[src/rtl/dmaacc_pkg.sv]
package dmaacc_pkg;

  typedef enum logic [1:0] {
    ST_OPEN = 2'd0,
    ST_HELD = 2'd1,
    ST_XFER = 2'd2
  } accState_e;

  typedef struct packed {
    logic decCnt;
    logic xferBusy;
  } ctrlStrobe_t;

endpackage

[src/rtl/dmaacc_dpath.sv]
module dmaacc_dpath
  import dmaacc_pkg::*;
#(
  parameter int CNT_W = 16
) (
  input  logic             clk,
  input  logic             rstN,
  input  logic             cfgWr,
  input  logic             cfgEn,
  input  logic [CNT_W-1:0] cfgCount,
  input  ctrlStrobe_t      strb,
  output logic             chanEn,
  output logic             done
);

  localparam logic [CNT_W-1:0] CNT_ONE = CNT_W'(1);

  logic [CNT_W-1:0] remain;

  always_ff @(posedge clk or negedge rstN) begin
    if (!rstN) begin
      remain <= '0;
      chanEn <= 1'b0;
      done   <= 1'b0;
    end else if (cfgWr) begin
      if (cfgEn) begin
        remain <= cfgCount;
        if (cfgCount == '0) begin
          chanEn <= 1'b0;
          done   <= 1'b1;
        end else begin
          chanEn <= 1'b1;
          done   <= 1'b0;
        end
      end else begin
        chanEn <= 1'b0;
      end
    end else if (strb.decCnt && remain != '0) begin
      remain <= remain - CNT_ONE;
      if (remain == CNT_ONE) begin
        chanEn <= 1'b0;
        done   <= 1'b1;
      end
    end
  end

  // a finished channel is never left enabled
  p_done_disables_r8 : assert property (@(posedge clk) disable iff (!rstN)
    done |-> !chanEn);

endmodule

[src/rtl/dmaacc_ctrl.sv]
module dmaacc_ctrl
  import dmaacc_pkg::*;
#(
  parameter int XFER_CYC = 2
) (
  input  logic        clk,
  input  logic        rstN,
  input  logic        chanEn,
  input  logic        levelMode,
  input  logic        srcPin,
  input  logic        dreqN,
  input  logic        busGrant,
  output logic        busReq,
  output logic        dackN,
  output ctrlStrobe_t strb
);

  localparam int CYC_W = (XFER_CYC > 1) ? $clog2(XFER_CYC) : 1;
  localparam logic [CYC_W-1:0] CYC_LAST = CYC_W'(XFER_CYC - 1);

  accState_e        state, stateNxt;
  logic [CYC_W-1:0] cyc, cycNxt;
  logic             acceptOpen;

  assign acceptOpen = (state == ST_OPEN) && chanEn && levelMode && srcPin;

  always_comb begin
    stateNxt    = state;
    cycNxt      = cyc;
    strb.decCnt = 1'b0;
    unique case (state)
      ST_OPEN: begin
        if (acceptOpen && !dreqN) stateNxt = ST_HELD;
      end
      ST_HELD: begin
        if (!chanEn) begin
          stateNxt = ST_OPEN;
        end else if (busGrant) begin
          stateNxt = ST_XFER;
          cycNxt   = '0;
        end
      end
      ST_XFER: begin
        if (cyc == CYC_LAST) begin
          stateNxt    = ST_OPEN;
          strb.decCnt = 1'b1;
        end else begin
          cycNxt = cyc + 1'b1;
        end
      end
      default: stateNxt = ST_OPEN;
    endcase
  end

  always_ff @(posedge clk or negedge rstN) begin
    if (!rstN) begin
      state <= ST_OPEN;
      cyc   <= '0;
    end else begin
      state <= stateNxt;
      cyc   <= cycNxt;
    end
  end

  assign busReq        = (state != ST_OPEN);
  assign dackN         = (state != ST_XFER);
  assign strb.xferBusy = (state == ST_XFER);

  // acknowledge only while the bus is requested
  p_ack_under_busreq_r6 : assert property (@(posedge clk) disable iff (!rstN)
    !dackN |-> busReq);

  // a new request only follows a qualified low sample
  p_accept_qualified_r2 : assert property (@(posedge clk) disable iff (!rstN)
    $rose(busReq) |-> $past(!dreqN && chanEn && levelMode && srcPin));

  // a grant on a held, still enabled request starts the transfer
  p_grant_starts_ack_r5 : assert property (@(posedge clk) disable iff (!rstN)
    (busReq && dackN && busGrant && chanEn) |=> !dackN);

  generate
    if (XFER_CYC >= 2) begin : g_lenChk
      // the acknowledge never ends after a single cycle
      p_ack_min_len_r6 : assert property (@(posedge clk) disable iff (!rstN)
        $fell(dackN) |=> !dackN);
    end
  endgenerate

endmodule

[src/rtl/dma_req_accept.sv]
module dma_req_accept
  import dmaacc_pkg::*;
#(
  parameter int CNT_W    = 16,
  parameter int XFER_CYC = 2
) (
  input  logic             clk,
  input  logic             rstN,
  input  logic             cfgWr,
  input  logic             cfgEn,
  input  logic [CNT_W-1:0] cfgCount,
  input  logic             levelMode,
  input  logic             srcPin,
  input  logic             dreqN,
  input  logic             busGrant,
  output logic             busReq,
  output logic             dackN,
  output logic             done
);

  ctrlStrobe_t strb;
  logic        chanEn;

  dmaacc_dpath #(.CNT_W(CNT_W)) u_dpath (
    .clk      (clk),
    .rstN     (rstN),
    .cfgWr    (cfgWr),
    .cfgEn    (cfgEn),
    .cfgCount (cfgCount),
    .strb     (strb),
    .chanEn   (chanEn),
    .done     (done)
  );

  dmaacc_ctrl #(.XFER_CYC(XFER_CYC)) u_ctrl (
    .clk       (clk),
    .rstN      (rstN),
    .chanEn    (chanEn),
    .levelMode (levelMode),
    .srcPin    (srcPin),
    .dreqN     (dreqN),
    .busGrant  (busGrant),
    .busReq    (busReq),
    .dackN     (dackN),
    .strb      (strb)
  );

  // once finished, no bus request is outstanding
  p_done_quiet_r8 : assert property (@(posedge clk) disable iff (!rstN)
    done |-> !busReq);

endmodule

[config.mk]
export PLATFORM = sky130hd
export DESIGN_NAME = dma_req_accept
export DESIGN_NICKNAME = d
export VERILOG_FILES = /design/src/rtl/dmaacc_pkg.sv /design/src/rtl/dmaacc_dpath.sv /design/src/rtl/dmaacc_ctrl.sv /design/src/rtl/dma_req_accept.sv
export SDC_FILE = /design/constraint.sdc
export NUM_CORES = 1
export LEC_CHECK = 0
export BUFFER_PORTS_ARGS = -buffer_cell sky130_fd_sc_hd__clkbuf_2
export CAP_MARGIN = 30
export CELL_PAD_IN_SITES_DETAIL_PLACEMENT = 1
export CELL_PAD_IN_SITES_GLOBAL_PLACEMENT = 1
export CORE_AREA = 10 10 62 89
export DETAILED_ROUTE_END_ITERATION = 8
export DIE_AREA = 0 0 72 99
export GPL_TIMING_DRIVEN = 0
export PLACE_DENSITY_LB_ADDON = 0.2
export SYNTH_ARGS = -nofsm -noshare
export SYNTH_HDL_FRONTEND = slang
export SYNTH_SLANG_ARGS = --single-unit
[constraint.sdc]
create_clock -name clk -period 2.3 [get_ports clk]
set_clock_uncertainty 0.05 [all_clocks]
set_input_delay 0.115 -clock clk [delete_from_list [all_inputs] [get_ports clk]]
set_output_delay 0.115 -clock clk [all_outputs]
set_load 0.1 [all_outputs]
==> results of run 1 <==
==> routing by layer <==
metal / vias up / wire, um
met3: 16 / 205
met1: 713 / 1786
met2: 36 / 2763
met4: 0 / 226
met5: - / 0
li1: 679 / -
==> sequential cells by signal, indices dropped and copies added (netlist names) <==
signal and flops:
u_ctrl.state 2, u_ctrl.cyc 1, u_dpath.done 1, u_dpath.chanEn 1, u_dpath.remain 16
==> cells by family after synthesis <==
family	after synthesis
multiplexers	1
XOR/XNOR	5
buffers and inverters	13
AO/OA/AOI/OAI	45
flip-flops	21
AND/OR/NAND/NOR	72
adder cells (fa/ha/maj)	2
==> worst min-delay path by stage <==
stage	to	cells past startpoint
2_1_floorplan	u_ctrl.cyc	0
3_3_place_gp	u_dpath.remain[13]	1
3_5_place_dp	u_dpath.done	1
4_1_cts	u_dpath.remain[12]	3
5_1_grt	u_dpath.remain[12]	3
6_report	u_dpath.remain[12]	3
==> critical path, cell delays in order (launching register included) <==
cell and delay [ns]:
dfrtp_1 0.44, inv_2 0.11, ha_4 0.15, or3b_4 0.39, nand4bb_4 0.30, and2_4 0.25, o22a_1 0.20, o22a_1 0.20
==> stage by stage <==
stage	instances	hold slack [ns]	cell area (um2)	setup TNS, ns
2_1_floorplan	159	-0.2306	1418	0
3_3_place_gp	230	0.08266	1604	-1.022
3_5_place_dp	230	0.08909	1604	-1.688
4_1_cts	237	0.06703	1687	0
5_1_grt	237	0.06152	1710	-0.009901
6_report	237	0.06392	1710	0
==> placed cells by master (no fill, tap or decap), types with 2 or more instances in the layout <==
cell and n:
clkbuf_1 2, xor2_1 4, or4_4 2, nor3_1 7
nand4_1 5, nor3b_1 3, buf_4 4, o221ai_1 2
inv_1 5, inv_2 2, nand2_1 8, nand2b_1 2
clkbuf_8 3, dfrtp_1 21, a31oi_1 3, or3_1 2
o21a_1 2, nand3b_1 3, o22ai_1 6, nor2_1 18
o22a_1 3, nor4_1 5, nand3_1 2, a22oi_1 7
clkbuf_2 26, a21oi_1 9, o21ai_0 5
==> synth_stat cells, types with 2 or more instances <==
cell type	number	share of area
a21oi_1	10	0.035
a22oi_1	7	0.037
a31oi_1	3	0.013
buf_2	2	0.0071
dfrtp_1	21	0.37
ha_1	2	0.018
inv_1	7	0.019
nand2_1	8	0.021
nand2b_1	3	0.013
nand3_1	2	0.0071
nand3b_1	3	0.016
nand4_1	5	0.022
nor2_1	19	0.050
nor3_1	7	0.025
nor3b_1	3	0.016
nor4_1	6	0.027
o21a_1	2	0.011
o21ai_0	5	0.018
o221ai_1	2	0.012
o22a_1	3	0.019
o22ai_1	6	0.027
or3_1	2	0.0088
or4_4	2	0.016
xor2_1	4	0.025
==> repair_timing <==
| item | 4_1_cts | 5_1_grt |
|---|---|---|
| hold buffers | 1 | 0 |
| setup buffers | 2 | 1 |
| gates resized for setup | 6 | 5 |
| cloned | 0 | 0 |
| setup endpoints to repair | 12 | 11 |
| pin swaps | 0 | 3 |
| hold endpoints to repair | 21 | 0 |
==> cell type report <==
| type | instances | area, um2 | area share |
|---|---|---|---|
| multi-input combinational | 125 | 870.8 | 0.5091 |
| sequential | 21 | 525.5 | 0.3072 |
| timing repair buffer | 30 | 162.7 | 0.09510 |
| tap | 45 | 56.30 | 0.03292 |
| clock buffer | 4 | 45.04 | 0.02634 |
| inverter | 8 | 30.03 | 0.01756 |
| buffer | 4 | 20.02 | 0.01170 |
==> power breakdown <==
group / total [mW] / internal (mW) / switching (mW)
Clock: 0.254 / 0.124 / 0.131
Sequential: 0.539 / 0.436 / 0.103
Combinational: 0.297 / 0.131 / 0.166
==> out/results.tsv, run 1 <==
metric	value	unit
first-pass GRT wire length	8.017	mm
sequential element share of the synthesized area	0.3714	
max-cap violation count	0	
crit path DAT	2.32	ns
Initial Util	0.3607	
clock sink count	21	
Distinct cells, synth	49	
input/output buffers	26	
largest family of logic cells by synthesized area	simple AND/OR/NAND/NOR gates	
Worst Hold Class	input port to flop	
GRT met2 Usage	0.2663	
register bit count reported by yosys	21	
worst slew pin tran	0.7770	ns
chip width	72	um
reg-to-reg critical path startpoint	u_dpath.remain[0]	
CP Max Fanout	6	
CTS clock-pin slew for the worst setup and hold paths	0.08	ns
CTS Buf Count	3	
DP Wirelength	3.963	mm
Initial DRT Pass Iterations	4	
fillers	484	
FFs w/ async S/R, synth	1.000	
CP Capture Point	u_dpath.remain[9]	
Avg Synthesized Cell Area	8.900	um2
Final #Nets	219	
Total Die Area	7128	um2
Site Rows	28	
Vias per Instance	6.093	
Slew Viols, Final	0	
Final Hold Violating Endpoints	0	
Setup crit end kind	flop	
Place WS	-0.2290	ns
Post-synth EDFFs	0	
grt total ovfl	0	
Leakage Power	0.6867	nW
CTS Buffer Depth	2	
required time of the critical path	2.41	ns
maximum clock frequency	451.5	MHz
via count	1444	
pin count of the biggest net entering global routing	22	
GRT Total Usage	0.1406	
Setup CP Type	flop to flop	
area grow syn2layout	20.87	%
DR WL/cell	21.02	um
HP Start	cfgCount[12]	
Reg2Reg Depth	7	
DR iter-0 viols	43	
adder and majority cell fraction of the synthesized area	0.01768	
DRC	0	
P per Cell Area	637.5	nW/um2
post-layout util	0.4359	
vias in the first global route	1592	
layout cells sized above 1	0.2708	
Synth Area in Compound Gates	0.2157	
Worst Setup SP	u_dpath.remain[0]	
Yosys warnings	0	
Root Driver	clkbuf_8	
final setup fails	0	
reg-to-reg endpoint	u_dpath.remain[9]	
final setup margin	0.08534	ns
Net Count, Synth	185	
most crowded layer after global routing	met2	
final wirelength	4.982	mm
xor-xnor portion of the synthesized cell area	0.03095	
CTS tree	done	
FF-to-FF setup slack	0.09	ns
simple-gate share of the synthesized area	0.3148	
Synth Flop Type	dfrtp_1	
initial antenna violation count	0	
Die H	99	um
GP Congestion	0.8388	
I/O pin total	27	
crit share post-route	0.9629	
Syn Std Cell Area	1415	um2
GR Layer Usage met1	0.1343	
Pwr Total	1.090	mW
Syn Inst Count	159	
Startpoint Class	flop	
run status	complete, no violations	
n_diodes	0	
min cycle time layout	2.215	ns
Core ar.	3924	um2
H-tree depth	1	
Slew headroom	0.4801	
Routed Antenna Nets	0	
multiplexer area fraction after synthesis	0.007958	
worst vdd ir	339.0	uV
Clock Latency Late Sink	0.26	ns
met3 Use GR	0.03112	
No activity file was read; power rests on OpenSTA's default activity.
==> run 2: changes to the inputs <==
ABC_AREA = 0   (was not set)
CORE_AREA = 10 10 59 85   (was 10 10 62 89)
DIE_AREA = 0 0 69 95   (was 0 0 72 99)
SKIP_CTS_REPAIR_TIMING = 1   (was not set)
clock period = 2.5 ns   (was 2.3 ns; I/O delays follow)
==> run 2 against run 1 <==
Compared with the run above: sequential power decreased by 8.7%; routed wire length decreased by 7.8%; critical path depth increased by 1; combinational power decreased by 14%; clock power decreased by 6%; largest cell class unchanged.
==> out/results.tsv, run 2 (synthesized netlist as in run 1, its figures left out) <==
metric	value	unit	change
run status	complete, no violations		
CTS clock-pin slew for the worst setup and hold paths	0.09	ns	about the same
Initial Util	0.3952		+0.03453
first-pass GRT wire length	7.783	mm	-2.9%
DP Wirelength	3.568	mm	-10%
pin count of the biggest net entering global routing	22		unchanged
Final Hold Violating Endpoints	0		unchanged
reg-to-reg critical path startpoint	u_dpath.remain[0]		
layout cells sized above 1	0.2448		-0.02604
I/O pin total	27		unchanged
Root Driver	clkbuf_8		
final setup margin	0.1032	ns	+0.01782 ns
Place WS	-0.03432	ns	+0.1947 ns
H-tree depth	1		unchanged
Final #Nets	219		unchanged
fillers	453		-6.4%
via count	1401		-3.0%
maximum clock frequency	417.2	MHz	-7.6%
final wirelength	4.595	mm	-7.8%
HP Start	cfgCount[12]		
max reg flops	16		unchanged
initial antenna violation count	0		unchanged
clock sink count	21		unchanged
n_diodes	0		unchanged
hold path depth	3		unchanged
Clock Latency Late Sink	0.27	ns	about the same
min cycle time layout	2.397	ns	+0.1822 ns
most common cell after layout, fill and taps aside	clkbuf_2		
required time of the critical path	2.62	ns	+0.21 ns
P per Cell Area	584.3	nW/um2	-8.3%
CTS tree	done		
Leakage Power	0.6865	nW	about the same
Initial DRT Pass Iterations	4		unchanged
post-layout util	0.4724		+0.03649
area grow syn2layout	19.54	%	
max-cap violation count	0		unchanged
GP Congestion	0.8378		-0.12%
RSZ-0062 raised after global routing	false		
worst slew pin tran	0.6584	ns	-0.1185 ns
Startpoint Class	flop		
Slew headroom	0.5594		+0.07931
final setup TNS	0	ns	unchanged
Slew Viols, Final	0		unchanged
GRT Total Usage	0.1426		+0.002079
Die H	95	um	-4.0%
Setup CP Type	flop to flop		
worst vdd ir	281.9	uV	-17%
CP Max Fanout	6		unchanged
DR iter-0 viols	99		+130%
grt total ovfl	0		unchanged
vias in the first global route	1555		-2.3%
Worst Hold Class	input port to flop		
chip width	69	um	-4.2%
Routed Antenna Nets	0		unchanged
Core ar.	3581	um2	-8.7%
DR WL/cell	19.55	um	-7.0%
final setup fails	0		unchanged
most frequent cells in the layout	clkbuf_2, dfrtp_1, nor2_1		
Total Die Area	6555	um2	-8.0%
input/output buffers	26		unchanged
Site Rows	27		-3.6%
Setup crit end kind	flop		
top flop regs	u_dpath.remain x16, u_ctrl.state x2		
Vias per Instance	5.962		-2.2%
Worst Setup SP	u_dpath.remain[0]		
crit path DAT	2.52	ns	+0.20 ns
Top reg by flops	u_dpath.remain		
CTS Buffer Depth	2		unchanged
CTS Buf Count	3		unchanged
Reg2Reg Depth	8		+1
DRC	0		unchanged
crit share post-route	0.9587		-0.004159
==> run 2: layout make-up <==
cell class	count	area, um2	share of cell area
Clock buffer	3	41.29	0.02441
Sequential cell	21	525.5	0.3107
Buffer	5	31.28	0.01849
Multi-Input combinational cell	125	847.1	0.5007
Inverter	8	30.03	0.01775
Timing Repair Buffer	29	155.1	0.09172
Clock inverter	1	7.507	0.004438
Tap cell	43	53.80	0.03180
==> run 2: routing by layer <==
layer | global-route usage | wire length (um) | vias up
li1 | - | - | 674
met2 | 0.2775 | 2497 | 20
met4 | 0.05387 | 76 | 0
met5 | 0 | 0 | -
met1 | 0.1478 | 1900 | 700
met3 | 0.02413 | 120 | 7
==> run 2: worst max-delay path: stages (launching register included) <==
cell and delay, ns:
dfrtp_1 0.44, inv_1 0.13, ha_2 0.22, or3b_4 0.42, nand4bb_4 0.29, and2_1 0.21
buf_6 0.13, o22a_1 0.20, o22a_1 0.19
==> run 2: stage by stage <==
stage	power (mW)	hold slack (ns)	instances	instance area [um2]
6_report	0.9884	0.06052	235	1692
3_5_place_dp	0.7480	0.1015	228	1599
2_1_floorplan	0.6506	-0.2206	159	1415
5_1_grt	1.056	0.08579	235	1692
4_1_cts	0.9884	-0.1968	232	1648
3_3_place_gp	0.7291	0.09579	228	1599
==> run 2: path summary, 6_finish.rpt <==
path,end,slack (ns)
setup / recovery,u_dpath.remain[9],0.10
hold reg to reg,u_ctrl.state[1],0.50
max in group asynchronous,u_dpath.remain[4],1.69
setup reg to reg,u_dpath.remain[9],0.10
min in group asynchronous,u_ctrl.state[1],0.32
hold / removal,u_dpath.remain[12],0.06
==> run 2: where the power goes <==
part	internal [mW]	switching (mW)
Combinational	0.111	0.145
Clock	0.113	0.127
Sequential	0.401	0.0908
